===== config.mk =====
export PLATFORM = sky130hd
export DESIGN_NAME = fp_trap_ctrl
export DESIGN_NICKNAME = d
export VERILOG_FILES = /design/src/rtl/fptc_pkg.sv /design/src/rtl/fptc_filter.sv /design/src/rtl/fptc_ctl_reg.sv /design/src/rtl/fptc_trap_out.sv /design/src/rtl/fp_trap_ctrl.sv
export SDC_FILE = /design/constraint.sdc
export NUM_CORES = 1
export LEC_CHECK = 0
export BUFFER_PORTS_ARGS = -buffer_cell sky130_fd_sc_hd__buf_4
export CAP_MARGIN = 20
export CORE_ASPECT_RATIO = 1.1
export CORE_MARGIN = 2
export CORE_UTILIZATION = 45
export CTS_BUF_LIST = sky130_fd_sc_hd__clkbuf_8 sky130_fd_sc_hd__clkbuf_16
export DETAILED_ROUTE_END_ITERATION = 8
export GPL_ROUTABILITY_DRIVEN = 0
export PLACE_DENSITY = 0.78
export SLEW_MARGIN = 20
export SYNTH_ARGS = -nofsm -noshare
export SYNTH_HDL_FRONTEND = slang
export SYNTH_HIERARCHICAL = 1
export SYNTH_SLANG_ARGS = --single-unit

===== constraint.sdc =====
create_clock -name clk -period 3.32 [get_ports clk]
set_clock_uncertainty 0.2 [all_clocks]
set_input_delay 0.166 -clock clk [delete_from_list [all_inputs] [get_ports clk]]
set_output_delay 0.166 -clock clk [all_outputs]
set_load 0.01 [all_outputs]

===== src/rtl/fptc_pkg.sv =====
package fptc_pkg;
  localparam int unsigned BYTE_W = 8;
  localparam int unsigned NX_N   = 4;   // conditions handled in the first pass
  localparam int unsigned EXC_W  = NX_N + 1;

  // bit positions inside an enable, flag or code byte
  localparam int unsigned POS_INV = 7;
  localparam int unsigned POS_DZ  = 6;
  localparam int unsigned POS_OVF = 5;
  localparam int unsigned POS_UNF = 4;
  localparam int unsigned POS_INX = 3;

  typedef struct packed {
    logic inv;
    logic dz;
    logic ovf;
    logic unf;
    logic inx;
  } exc_t;
endpackage


===== src/rtl/fptc_filter.sv =====
module fptc_filter
  import fptc_pkg::*;
(
  input  exc_t              raw,
  input  logic [BYTE_W-1:0] enable,
  output logic              trap_hit,
  output logic [BYTE_W-1:0] trap_code,
  output logic [BYTE_W-1:0] flag_set
);
  localparam int unsigned LOW_PAD = POS_INX;

  logic            unf_kept;
  logic [NX_N-1:0] nx;
  logic [NX_N-1:0] nx_en;
  logic            pass1_trap;
  logic            inx_trap;

  // tininess survives only with an inexact result or an enabled underflow
  assign unf_kept = raw.unf & (raw.inx | enable[POS_UNF]);
  assign nx       = {raw.inv, raw.dz, raw.ovf, unf_kept};

  for (genvar g = 0; g < NX_N; g++) begin : g_en
    assign nx_en[g] = nx[g] & enable[POS_UNF + g];
  end

  assign pass1_trap = |nx_en;
  assign inx_trap   = ~pass1_trap & raw.inx & enable[POS_INX];
  assign trap_hit   = pass1_trap | inx_trap;

  always_comb begin
    trap_code = '0;
    flag_set  = '0;
    if (pass1_trap) begin
      trap_code = {nx, raw.inx, {LOW_PAD{1'b0}}};
    end else begin
      flag_set = {nx, raw.inx & ~enable[POS_INX], {LOW_PAD{1'b0}}};
      if (inx_trap) begin
        trap_code[POS_INX] = 1'b1;
      end
    end
  end
endmodule


===== src/rtl/fptc_ctl_reg.sv =====
module fptc_ctl_reg #(
  parameter int unsigned CTL_W    = 32,
  parameter int unsigned FLAG_LSB = 16,
  parameter int unsigned FLAG_W   = 8
) (
  input  logic              clk,
  input  logic              rst_n,
  input  logic              wr_en,
  input  logic [CTL_W-1:0]  wr_data,
  input  logic [FLAG_W-1:0] flag_set,
  output logic [CTL_W-1:0]  q
);
  logic [CTL_W-1:0] base;
  logic [CTL_W-1:0] d;
  logic             upd;

  always_comb begin
    base = wr_en ? wr_data : q;
    d    = base | (CTL_W'(flag_set) << FLAG_LSB);
    upd  = wr_en | (|flag_set);
  end

  always_ff @(posedge clk or negedge rst_n) begin
    if (!rst_n) begin
      q <= '0;
    end else if (upd) begin
      q <= d;
    end
  end
endmodule


===== src/rtl/fptc_trap_out.sv =====
module fptc_trap_out #(
  parameter int unsigned CODE_W = 8
) (
  input  logic              clk,
  input  logic              rst_n,
  input  logic              hit,
  input  logic [CODE_W-1:0] code,
  output logic              req,
  output logic [CODE_W-1:0] req_code
);
  logic              req_d;
  logic [CODE_W-1:0] code_d;
  logic              code_en;

  always_comb begin
    req_d   = hit;
    code_en = hit | req;
    code_d  = hit ? code : '0;
  end

  always_ff @(posedge clk or negedge rst_n) begin
    if (!rst_n) begin
      req <= 1'b0;
    end else begin
      req <= req_d;
    end
  end

  always_ff @(posedge clk or negedge rst_n) begin
    if (!rst_n) begin
      req_code <= '0;
    end else if (code_en) begin
      req_code <= code_d;
    end
  end
endmodule


===== src/rtl/fp_trap_ctrl.sv =====
module fp_trap_ctrl
  import fptc_pkg::*;
#(
  parameter int unsigned CTL_W    = 32,
  parameter int unsigned MASK_LSB = 24,
  parameter int unsigned FLAG_LSB = 16
) (
  input  logic             clk,
  input  logic             rst_n,
  input  logic             op_valid,
  input  logic [4:0]       op_exc,
  input  logic             ctl_wr_en,
  input  logic [CTL_W-1:0] ctl_wr_data,
  output logic [CTL_W-1:0] ctl_rd_data,
  output logic             trap_req,
  output logic [7:0]       trap_code
);
  localparam int unsigned MASK_MSB = MASK_LSB + BYTE_W - 1;

  logic [CTL_W-1:0]  ctl_q;
  exc_t              raw_g;
  logic [BYTE_W-1:0] enable;
  logic              hit;
  logic [BYTE_W-1:0] code_c;
  logic [BYTE_W-1:0] flag_set;

  assign raw_g  = op_valid ? exc_t'(op_exc) : '0;
  assign enable = ctl_q[MASK_MSB:MASK_LSB];

  fptc_filter u_filter (
    .raw       (raw_g),
    .enable    (enable),
    .trap_hit  (hit),
    .trap_code (code_c),
    .flag_set  (flag_set)
  );

  fptc_ctl_reg #(
    .CTL_W    (CTL_W),
    .FLAG_LSB (FLAG_LSB),
    .FLAG_W   (BYTE_W)
  ) u_ctl (
    .clk      (clk),
    .rst_n    (rst_n),
    .wr_en    (ctl_wr_en),
    .wr_data  (ctl_wr_data),
    .flag_set (flag_set),
    .q        (ctl_q)
  );

  fptc_trap_out #(
    .CODE_W (BYTE_W)
  ) u_trap (
    .clk      (clk),
    .rst_n    (rst_n),
    .hit      (hit),
    .code     (code_c),
    .req      (trap_req),
    .req_code (trap_code)
  );

  assign ctl_rd_data = ctl_q;
endmodule


* After elaboration in Yosys (flattened, before gate mapping) *
Cells that the tools add are included.

storage, ports and cells
  flip-flop bits (word level) = 41
  input bits = 41
  output and inout port bits = 41

cells by class
  multiplexer cells = 7
  bitwise logic cells = 15
  reduce and logical (&&, ||, !) cells = 2

operators with widths
  kind                                            count
  32-bit 2-to-1 mux                               1
  32-bit by 24-bit bitwise OR with 32-bit output  1
  8-bit 2-to-1 mux                                2
  1-bit AND                                       8
  8-bit OR reduction                              1
  5-bit 2-to-1 mux                                1
  4-bit 2-to-1 mux                                1
  1-bit bitwise OR                                4
  4-bit OR reduction                              1
  1-bit 2-to-1 mux                                2
  1-bit NOT                                       2

* Logic depth before layout (Yosys ltp) *
Gate-level depths: netlist of run 1.

  depth in word-level cells = 11
  depth in mapped cells = 6
  gate-level depth less buffers = 5

* Hierarchy *
Netlist of run 1, hierarchy kept.

by module, submodules not included
  module         times used  cells each  area each (µm²)
  fptc_ctl_reg   1           76          1218.7
  fptc_trap_out  1           19          326.6
  fptc_filter    1           24          181.4
  fp_trap_ctrl   1           5           31.3

* Least setup slack after synthesis of run 1 *
No wires, ideal clock.

  path type = register -> register
  start = register u_ctl.q[29]
  end = register u_trap.req_code[0]
  setup time = 0.065 ns
  arrival = 1.268 ns
  required time = 3.055 ns
  setup slack = 1.786 ns
  stages on the path, launching flop included = 6
  path buffers = 1
  cell sequence = dfrtp_1 a22oi_2 nand3_1 buf_6 nor2_8 a22o_1

between the ends
  cells in the longest elaborated chain, start to end = 7

ends and longest elaborated chain
  element                   RTL line             source
  start: declaration        fptc_ctl_reg.sv:11   output logic [CTL_W-1:0] q
  start signal: assignment  fptc_ctl_reg.sv:25   q <= '0;
  start signal: assignment  fptc_ctl_reg.sv:27   q <= d;
  1-bit AND (*)             fptc_filter.sv:23    assign nx_en[g] = nx[g] & enable[POS_UNF + g];
  4-bit OR reduction (*)    fptc_filter.sv:26    assign pass1_trap = |nx_en;
  1-bit NOT                 fptc_filter.sv:27    assign inx_trap = ~pass1_trap & raw.inx & enable[POS_INX];
  1-bit AND (2 in series)   fptc_filter.sv:27
  1-bit bitwise OR (*)      fptc_filter.sv:28    assign trap_hit = pass1_trap | inx_trap;
  via hit                   fp_trap_ctrl.sv:23   logic hit;
  1-bit bitwise OR (*)      fptc_trap_out.sv:17  code_en = hit | req;
  end signal: assignment    fptc_trap_out.sv:33  req_code <= code_d;
  end: declaration          fptc_trap_out.sv:9   output logic [CODE_W-1:0] req_code

The timed path passes the listed nets; every way through them passes the cells marked *.
A chain may end at the register's enable or synchronous reset.

* Worst setup path in the final report of run 1 *
  start = register u_ctl.q[30]
  end = register u_trap.req_code[2]

Same word-level chain as after synthesis.

==> flow_metrics.env, run 1 <==
export IMPL_clk_pin_slew_ns=0.07
export IMPL_cp_depth=4
export IMPL_portBuffers=81
export IMPL_worst_ep_required_time_ns=3.34
export IMPL_dieArea_um2=4420
export IMPL_rows=23
export IMPL_numCtsBuffers=5
export IMPL_reg2reg_slack_ns=1.45
export IMPL_rr_endpoint="u_trap/req_code[2]"
export IMPL_initial_utilization_pct=47.7
export IMPL_wl_mm=4.28
export IMPL_htreeDepth=2
export IMPL_crit_fanout=10
export IMPL_vias=1373
export IMPL_slowest_stage="dfrtp_1"
export IMPL_num_io_pins=82
export IMPL_p_seq_share_pct=46.1
export IMPL_startpoint="u_ctl/q[30]"
export IMPL_detail_route_antenna_nets=0
export IMPL_cts_root_buffer="clkbuf_8"
export IMPL_critPathLaunchType="flop"
export IMPL_synth_cells=124
export IMPL_fmax_ghz=0.533
export IMPL_leakage_uw=0.00135
export IMPL_maxCapViolations=0
export IMPL_slowest_delay_ns=0.44
export IMPL_avgViaCountPerCell=4.73
export IMPL_cts_sinks=41
export IMPL_die_w_um=63.6
export IMPL_cts_setup_buffers=0
export IMPL_post_dp_hpwl_mm=3.01
export IMPL_clkPwrFrac_pct=31.3
export IMPL_hold_slack_ns=0.181
export IMPL_wl_per_cell_um=14.7
export IMPL_irDropWorstVdd_mv=0.345
export IMPL_swShare_pct=24.3
export IMPL_drt_iter0_markers=58
export IMPL_seq_area_frac_synth_pct=58.4
export IMPL_insertedDiodeCount=0
export IMPL_antenna_found_initial=0
export IMPL_r2r_cells=4
export IMPL_worst_pin_slew_ns=0.501
export IMPL_path_class="flop to flop"
export IMPL_synth_area_um2=1760
export IMPL_setup_viol=0
export IMPL_clk_latency_ns=0.28
export IMPL_grt_pass1_vias=1510
export IMPL_layout_drive_gt1_share_pct=48.8
export IMPL_fillers=255
export IMPL_ys_ff_latch=41
export IMPL_worstSetupEndpoint="u_trap/req_code[2]"
export IMPL_rsz0062_at_grt="no"
export IMPL_seq_area_um2=1030
export IMPL_setup_tns_final_ns=0
export IMPL_ys_types=22
export IMPL_grt_ovfl_total=0
export IMPL_num_nets_final=280
export IMPL_grt_max_degree=42
export IMPL_worst_path_buf_inv=0
export IMPL_syn_to_final_growth_pct=59.9
export IMPL_die_height_um=69.6
export IMPL_drc=0
export IMPL_p_comb_share_pct=22.6
export IMPL_crit_family="simple AND/OR/NAND/NOR gates"
export IMPL_period_minus_slack_ns=1.87
export IMPL_status="finished, final reports clean"
export IMPL_yosys_warnings=6
export IMPL_p_int_uw=965
export IMPL_core_um2=3680
export IMPL_crit_arrival_ns=1.90
export IMPL_slew_violations=0
export IMPL_track_usage_pct=21.1
export IMPL_worstReg2RegStart="u_ctl/q[30]"
export IMPL_multiInputGateArea_um2=667
export IMPL_syn_avg_cell_area_um2=14.2
export IMPL_worst_setup_path_end_kind="flop"
export IMPL_clock_path_buffers=2
export IMPL_min_path_type="primary input to asynchronous set/reset pin"
export IMPL_path_cells="a22oi_2, nand3_1, nor2_8, a22o_1"
export IMPL_cts_tree="yes"
export IMPL_grt_pass1_wl_mm=7.25
export IMPL_hold_viol=0
export IMPL_fin_crit_sh_pct=56.5
export IMPL_max_slew_margin_rel_pct=66.6
export IMPL_power_density_nw_per_um2=454
export IMPL_net_switching_power_uw=310
export IMPL_dr_pass1_iters=4
[cell families (layout without fill, tap and decap cells)]
| logic type | after synthesis | count (layout) | share of synthesized area, % |
|---|---|---|---|
| AO/OA/AOI/OAI | 26 | 26 | 12.8 |
| multiplexers | 24 | 24 | 15.4 |
| AND/OR/NAND/NOR | 21 | 21 | 8.47 |
| other | 1 | 6 | 0.213 |
| flip-flops | 41 | 41 | 58.4 |
| buffers and inverters | 11 | 122 | 4.77 |
[cell type report]
type                    count  area share [%]
flip-flops and latches     41            36.5
repair buffers            114            33.4
multi-input cells          77            23.7
clock buffers               6            2.94
well taps                  50            2.23
clock inverters             2            1.20
[cells in the mapped netlist, drive strengths merged]
| library cell | instances | area, um^2 |
|---|---|---|
| a211o | 8 | 70.1 |
| nor4b | 1 | 15.0 |
| nand2 | 1 | 3.75 |
| o21ai | 1 | 5.00 |
| a21boi | 3 | 22.5 |
| a22oi | 2 | 25.0 |
| nor3 | 1 | 5.00 |
| mux2 | 24 | 270 |
| nor2b | 8 | 50.1 |
| a21oi | 1 | 5.00 |
| conb | 1 | 3.75 |
| buf | 11 | 83.8 |
| nor2 | 1 | 20.0 |
| dfrtp | 41 | 1030 |
| and3 | 3 | 18.8 |
| nand3 | 1 | 5.00 |
| and2 | 5 | 31.3 |
| a22o | 10 | 88.8 |
| o31a | 1 | 8.76 |
[power by group through the flow]
stage	Combinational (uW)	Sequential, uW	Clock (uW)
after floorplan	102	615	0
after global placement	249	592	0
after detailed placement	258	597	0
after CTS	290	588	407
after global routing	311	597	432
final	288	588	399
[through the flow]
stage	cell area (um^2)	utilization, %	worst slack [ns]	total power, uW	instances
after floorplan	1780	-	1.79	717	129
after global placement	2360	64.2	1.49	842	249
after detailed placement	2360	64.2	1.37	855	249
after CTS	2810	76.3	1.44	1290	290
after global routing	2810	76.3	1.29	1340	290
final	2810	76.3	1.45	1280	290
[flip-flops by register name (all words and copies together), names as in the netlist]
name             flops
u_ctl/q             32
u_trap/req           1
u_trap/req_code      8
[worst min-delay path by stage]
| stage | start | to | slack (ns) | depth (start not counted) |
|---|---|---|---|---|
| after floorplan | rst_n | u_ctl/q[0] | -0.33 | 0 |
| after global placement | rst_n | u_ctl/q[9] | -0.04 | 1 |
| after detailed placement | rst_n | u_ctl/q[6] | -0.03 | 1 |
| after CTS | rst_n | u_ctl/q[6] | 0.20 | 2 |
| after global routing | rst_n | u_ctl/q[6] | 0.22 | 2 |
| final | rst_n | u_ctl/q[14] | 0.18 | 2 |
[what timing repair did]
item                      4_1_cts  5_1_grt
hold buffers                   33        0
resized for setup               0        0
hold endpoints to repair       73        0
[layer usage]
| metal | global-route usage, % | vias up | share of wire, % |
|---|---|---|---|
| met2 | 38.9 | 55 | 54 |
| met3 | 6.17 | 6 | 5.9 |
| met5 | 0 | - | 0 |
| met4 | 5.07 | 0 | 1.3 |
| li1 | - | 667 | - |
| met1 | 23.6 | 645 | 38 |
[placed cells by master (no fill, tap or decap), drive strengths merged]
cell type,synthesis,layout
bufinv,0,1
a22o,10,10
a22oi,2,2
buf,11,81
a21oi,1,1
a21boi,3,3
clkbuf,0,6
o31a,1,1
nor4b,1,1
and2,5,5
nor3,1,1
conb,1,6
nand3,1,1
a211o,8,8
nor2b,8,8
and3,3,3
nor2,1,1
dlygate4sd3,0,33
dfrtp,41,41
nand2,1,1
o21ai,1,1
inv,0,1
mux2,24,24
Note: power is estimated with default switching activity, not from simulation.
==> run 2: changes to the inputs <==
ABC_AREA = 1   (was unset)
CORE_UTILIZATION = 43   (was 45)
PLACE_DENSITY = 0.76   (was 0.78)
clock period = 1.64 ns   (was 3.32 ns; I/O delays follow)
==> flow_metrics.env, run 2 <==
export IMPL_synth_top_area_cell="dfrtp_1"
export IMPL_drc=0
export IMPL_fin_crit_sh_pct=91.4
export IMPL_dpl_cell_area_um2=2480
export IMPL_cts_sinks=41
export IMPL_setup_viol=0
export IMPL_syn_to_final_growth_pct=53.6
export IMPL_finalPower_uw=2570
export IMPL_regMostFlops="u_ctl/q"
export IMPL_synth_area_um2=1900
export IMPL_yosysMostFrequentCell="nand2_1"
export IMPL_setup_tns_final_ns=0
export IMPL_period_minus_slack_ns=1.50
export IMPL_post_dp_hpwl_mm=2.97
export IMPL_clk_pin_slew_ns=0.07
export IMPL_crit_fanout=10
export IMPL_core_um2=4290
export IMPL_die_height_um=73.8
export IMPL_hold_viol=0
export IMPL_track_usage_pct=20.0
export IMPL_detail_route_antenna_nets=0
export IMPL_avgViaCountPerCell=4.30
export IMPL_path_class="flop to flop"
export IMPL_syn_avg_cell_area_um2=8.57
export IMPL_num_io_pins=82
export IMPL_grt_pass1_vias=1751
export IMPL_num_nets_final=377
export IMPL_synth_top_area_share_pct=53.9
export IMPL_htreeDepth=2
export IMPL_wl_mm=4.50
export IMPL_antenna_found_initial=0
export IMPL_netlist_top_cells_count="117 x nand2_1, 41 x dfrtp_1, 18 x inv_1, 8 x buf_4, 7 x nand2_2"
export IMPL_synth_cells=222
export IMPL_startpoint="u_ctl/q[28]"
export IMPL_cts_root_buffer="clkbuf_8"
export IMPL_die_w_um=67.4
export IMPL_wl_per_cell_um=11.5
export IMPL_rr_endpoint="u_trap/req_code[6]"
export IMPL_fin_area_um2=2920
export IMPL_clk_latency_ns=0.28
export IMPL_dr_pass1_iters=4
export IMPL_worst_setup_path_end_kind="flop"
export IMPL_ys_types=18
export IMPL_dp_cells=350
export IMPL_grt_max_degree=42
export IMPL_status="finished, final reports clean"
export IMPL_reg2reg_slack_ns=0.14
export IMPL_async_flop_share_pct=100
export IMPL_layout_cells_non_filler=391
export IMPL_cts_tree="yes"
export IMPL_initial_utilization_pct=44.4
export IMPL_cts_setup_buffers=0
export IMPL_synth_edf_count=0
export IMPL_grt_pass1_wl_mm=7.47
export IMPL_min_path_type="primary input to flop"
export IMPL_worstReg2RegStart="u_ctl/q[28]"
export IMPL_top_regs="u_ctl/q: 32 flops, u_trap/req_code: 8 flops, u_trap/req: 1 flops"
export IMPL_final_common_cell="nand2_1"
export IMPL_layout_drive_gt1_share_pct=33.2
export IMPL_rows=25
export IMPL_rsz0062_at_grt="no"
export IMPL_insertedDiodeCount=0
export IMPL_vias=1680
export IMPL_maxCapViolations=0
export IMPL_crit_arrival_ns=1.53
export IMPL_critPathLaunchType="flop"
export IMPL_portBuffers=81
export IMPL_numCtsBuffers=5
export IMPL_worst_ep_required_time_ns=1.67
export IMPL_drt_iter0_markers=100
export IMPL_fillers=354
export IMPL_irDropWorstVdd_mv=0.608
export IMPL_yosys_warnings=6
export IMPL_slew_violations=0
export IMPL_seq_area_frac_synth_pct=53.9
export IMPL_grt_ovfl_total=0
export IMPL_largest_reg_flops=32
export IMPL_synth_area_leaders="dfrtp_1 54%, nand2_1 23%, inv_1 3.6%"
export IMPL_fmax_ghz=0.667
export IMPL_synth_main_ff_cell="dfrtp_1"
export IMPL_power_density_nw_per_um2=878
export IMPL_leakage_uw=0.00162
export IMPL_final_cell_mix="117 x nand2_1, 83 x buf_4, 41 x dfrtp_1, 33 x dlygate4sd3_1, 19 x inv_1"
export IMPL_clock_path_buffers=2
export IMPL_ys_ff_latch=41
export IMPL_dieArea_um2=4970
export IMPL_worstSetupEndpoint="u_trap/req_code[6]"
export IMPL_r2r_cells=8
-- run 2: cell count changes after synthesis, sizes merged, moves of 5 or more --
cell	delta
nand2	+123
inv	+20
mux2	-24
a22o	-10
a211o	-8
nor2	+10
nand3	+7
nor2b	-8
and2	-5
-- run 2: timing repair --
action	CTS	global route
setup endpoints to repair	0	0
hold buffers	33	0
gates resized for setup	0	0
endpoints found under the hold margin	73	0
-- run 2: cell type report --
| type | count | area (um^2) | area share [%] |
|---|---|---|---|
| Sequential cell | 41 | 1030 | 35.1 |
| Inverter | 20 | 82.6 | 2.83 |
| Tap cell | 54 | 67.6 | 2.31 |
| Clock inverter | 2 | 33.8 | 1.16 |
| Timing Repair Buffer | 116 | 953 | 32.6 |
| Multi-Input combinational cell | 152 | 677 | 23.2 |
| Clock buffer | 6 | 82.6 | 2.83 |
-- run 2: logic make-up after synthesis --
kind of cell / count (synthesis) / synth area share [%]
other cells: 1 / 0.197
flops: 41 / 53.9
buf+inv: 34 / 11.5
compound gates: 3 / 0.788
simple gates: 143 / 33.6
-- run 2: stage by stage --
step / hold WS, ns / worst slack, ns / util [%]
CTS: 0.00302 / 0.118 / 68.2
detailed placement: -0.107 / 0.153 / 57.8
global placement: -0.111 / 0.222 / 57.8
finish: 0.0115 / 0.140 / 68.2
floorplan: -0.414 / 0.155 / -
global route: 0.0151 / 0.0408 / 68.2
-- run 2: power breakdown --
group	switching, uW	internal (uW)
logic	276	307
registers	63.3	1110
clock network	323	490
total	663	1900
-- run 2: how the worst min path moves through the flow --
stage                     slack [ns]                  to       from  depth (start not counted)
after detailed placement       -0.11  u_trap/req_code[0]      rst_n                          1
after floorplan                -0.41          u_ctl/q[0]      rst_n                          0
final                           0.01          u_ctl/q[6]  ctl_wr_en                          3
after global routing            0.02         u_ctl/q[31]  ctl_wr_en                          3
after CTS                      0.003          u_ctl/q[1]  ctl_wr_en                          3
after global placement         -0.11  u_trap/req_code[0]      rst_n                          1
-- run 2: metal layers --
| metal | routed length [um] | vias up | part of all wire, % | global-route usage, % |
|---|---|---|---|---|
| met2 | 2360 | 54 | 53 | 35.9 |
| li1 | - | 869 | - | - |
| met5 | 0 | - | 0 | 0 |
| met1 | 1810 | 747 | 40 | 22.8 |
| met4 | 79 | 0 | 1.8 | 6.35 |
| met3 | 245 | 10 | 5.4 | 5.51 |
-- run 2: critical path, cell delays in order (launching register included) --
cell and delay, ns:
dfrtp_1 0.42, nand2_1 0.08, nand2_1 0.12, nor2_8 0.11, o21ai_1 0.06, buf_4 0.17
nor2_8 0.15, nand2_1 0.08, nand2_1 0.06
==> run 3: changes to the inputs <==
CELL_PAD_IN_SITES_DETAIL_PLACEMENT = 2   (was unset)
CELL_PAD_IN_SITES_GLOBAL_PLACEMENT = 2   (was unset)
CORE_UTILIZATION = 23   (was 43)
PLACE_DENSITY = unset   (was 0.76)
PLACE_DENSITY_LB_ADDON = 0.1   (was unset)
==> flow_metrics.env, run 3 (synthesized netlist as in run 2, its figures left out) <==
export IMPL_swShare_pct=29.5
export IMPL_cts_sinks=41
export IMPL_cts_setup_buffers=0
export IMPL_min_to="u_ctl/q[20]"
export IMPL_portBuffers=81
export IMPL_setup_viol=0
export IMPL_use_met2_pct=24.9
export IMPL_grt_pass1_wl_mm=9.72
export IMPL_die_w_um=90.7
export IMPL_rsz0062_at_grt="no"
export IMPL_clock_path_buffers=2
export IMPL_drc=0
export IMPL_p_seq_share_pct=47.8
export IMPL_holdPathStages=3
export IMPL_num_io_pins=82
export IMPL_hold_viol=0
export IMPL_max_slew_margin_rel_pct=63.1
export IMPL_cts_tree="yes"
export IMPL_power_density_nw_per_um2=784
export IMPL_drt_iter0_markers=20
export IMPL_period_minus_slack_ns=1.46
export IMPL_multiInputGateArea_um2=681
export IMPL_top_usage_layer="met2"
export IMPL_seq_area_um2=1030
export IMPL_hp_start="ctl_wr_en"
export IMPL_setup_tns_final_ns=0
export IMPL_leakage_uw=0.00165
export IMPL_irDropWorstVdd_mv=0.248
export IMPL_rows=34
export IMPL_fmax_ghz=0.685
export IMPL_p_int_uw=1730
export IMPL_worst_ep_required_time_ns=1.63
export IMPL_numCtsBuffers=5
export IMPL_initial_utilization_pct=23.9
export IMPL_final_cell_mix="117 x nand2_1, 84 x buf_4, 49 x dlygate4sd3_1, 41 x dfrtp_1, 19 x inv_1"
export IMPL_antenna_found_initial=0
export IMPL_startpoint="ctl_wr_data[27]"
export IMPL_clkPwrFrac_pct=26.7
export IMPL_syn_to_final_growth_pct=64.4
export IMPL_maxCapViolations=0
export IMPL_htreeDepth=2
export IMPL_cts_root_buffer="clkbuf_8"
export IMPL_detail_route_antenna_nets=0
export IMPL_clk_latency_ns=0.30
export IMPL_reg2reg_slack_ns=0.21
export IMPL_vias=1825
export IMPL_avgViaCountPerCell=3.95
export IMPL_die_height_um=99.4
export IMPL_num_nets_final=394
export IMPL_wl_per_cell_um=12.6
export IMPL_use_met3_pct=2.58
export IMPL_worst_setup_path_end_kind="flop"
export IMPL_worstReg2RegStart="u_ctl/q[28]"
export IMPL_fillers=944
export IMPL_rr_endpoint="u_trap/req_code[5]"
export IMPL_slew_violations=0
export IMPL_wl_mm=5.84
export IMPL_largest_reg_flops=32
export IMPL_dr_pass1_iters=2
export IMPL_met1_usage_pct=15.6
export IMPL_r2r_cells=7
export IMPL_net_switching_power_uw=723
export IMPL_grt_pass1_vias=2000
export IMPL_dieArea_um2=9020
export IMPL_regMostFlops="u_ctl/q"
export IMPL_track_usage_pct=13.5
export IMPL_min_path_type="primary input to flop"
export IMPL_hold_slack_ns=0.000442
export IMPL_core_um2=7960
export IMPL_insertedDiodeCount=0
export IMPL_crit_fanout=1
export IMPL_layout_drive_gt1_share_pct=32.2
export IMPL_critPathLaunchType="primary input"
export IMPL_grt_ovfl_total=0
export IMPL_fin_crit_sh_pct=89.0
export IMPL_status="finished, final reports clean"
export IMPL_path_class="primary input to flop"
export IMPL_p_comb_share_pct=25.6
export IMPL_grt_max_degree=42
export IMPL_final_common_cell="nand2_1"
export IMPL_top_regs="u_ctl/q: 32 flops, u_trap/req_code: 8 flops, u_trap/req: 1 flops"
export IMPL_post_dp_hpwl_mm=3.89
export IMPL_clk_pin_slew_ns=0.08
export IMPL_crit_arrival_ns=1.45
export IMPL_worst_pin_slew_ns=0.553
[run 3: layout make-up]
type	count	area share, %
Timing Repair Buffer	133	35.8
Sequential cell	41	32.8
Multi-Input combinational cell	152	21.8
Tap cell	108	4.32
Inverter	20	2.64
Clock buffer	5	2.20
Clock inverter	3	0.440
[run 3: worst max-delay path by stage]
stage                               to  slack (ns)  depth (start not counted)
floorplan           u_trap/req_code[3]        0.16                          8
global placement    u_trap/req_code[6]        0.11                          7
detailed placement  u_trap/req_code[0]        0.02                          7
CTS                 u_trap/req_code[0]       0.003                          7
global route        u_trap/req_code[6]        0.09                          7
finish                     u_ctl/q[27]        0.18                          5
[run 3: stage by stage]
stage	cell area, um^2	setup slack (ns)	std cells	utilization [%]	power (uW)
floorplan	1920	0.155	227	-	1450
global placement	2550	0.105	405	32.1	1720
detailed placement	2550	0.0243	405	32.1	1740
CTS	3120	0.00290	462	39.3	2510
global route	3130	0.0944	462	39.3	2600
finish	3130	0.180	462	39.3	2450
[run 3: metal layers]
| metal | share of wire, % | wire length [um] |
|---|---|---|
| met1 | 41 | 2410 |
| met2 | 54 | 3140 |
| met3 | 3.9 | 226 |
| met4 | 1.0 | 60 |
| met5 | 0 | 0 |
[run 3: worst max-delay path, cell delays in order]
cell and delay [ns]:
dlygate4sd3_1 0.56, buf_4 0.14, nand2_1 0.05, dlygate4sd3_1 0.55, nand2_1 0.06
[run 3: repair_timing]
item / CTS / global route
endpoints found under the hold margin: 73 / 0
hold buffers: 49 / 0
endpoints found under the setup margin: 0 / 8
gates resized for setup: 0 / 1
[run 3: power groups by stage]
| stage | clock [uW] | combinational (uW) | sequential [uW] |
|---|---|---|---|
| 6_report | 654 | 627 | 1170 |
| 3_5_place_dp | 0 | 545 | 1190 |
| 4_1_cts | 695 | 638 | 1170 |
| 2_1_floorplan | 0 | 222 | 1230 |
| 5_1_grt | 719 | 698 | 1190 |
| 3_3_place_gp | 0 | 535 | 1190 |
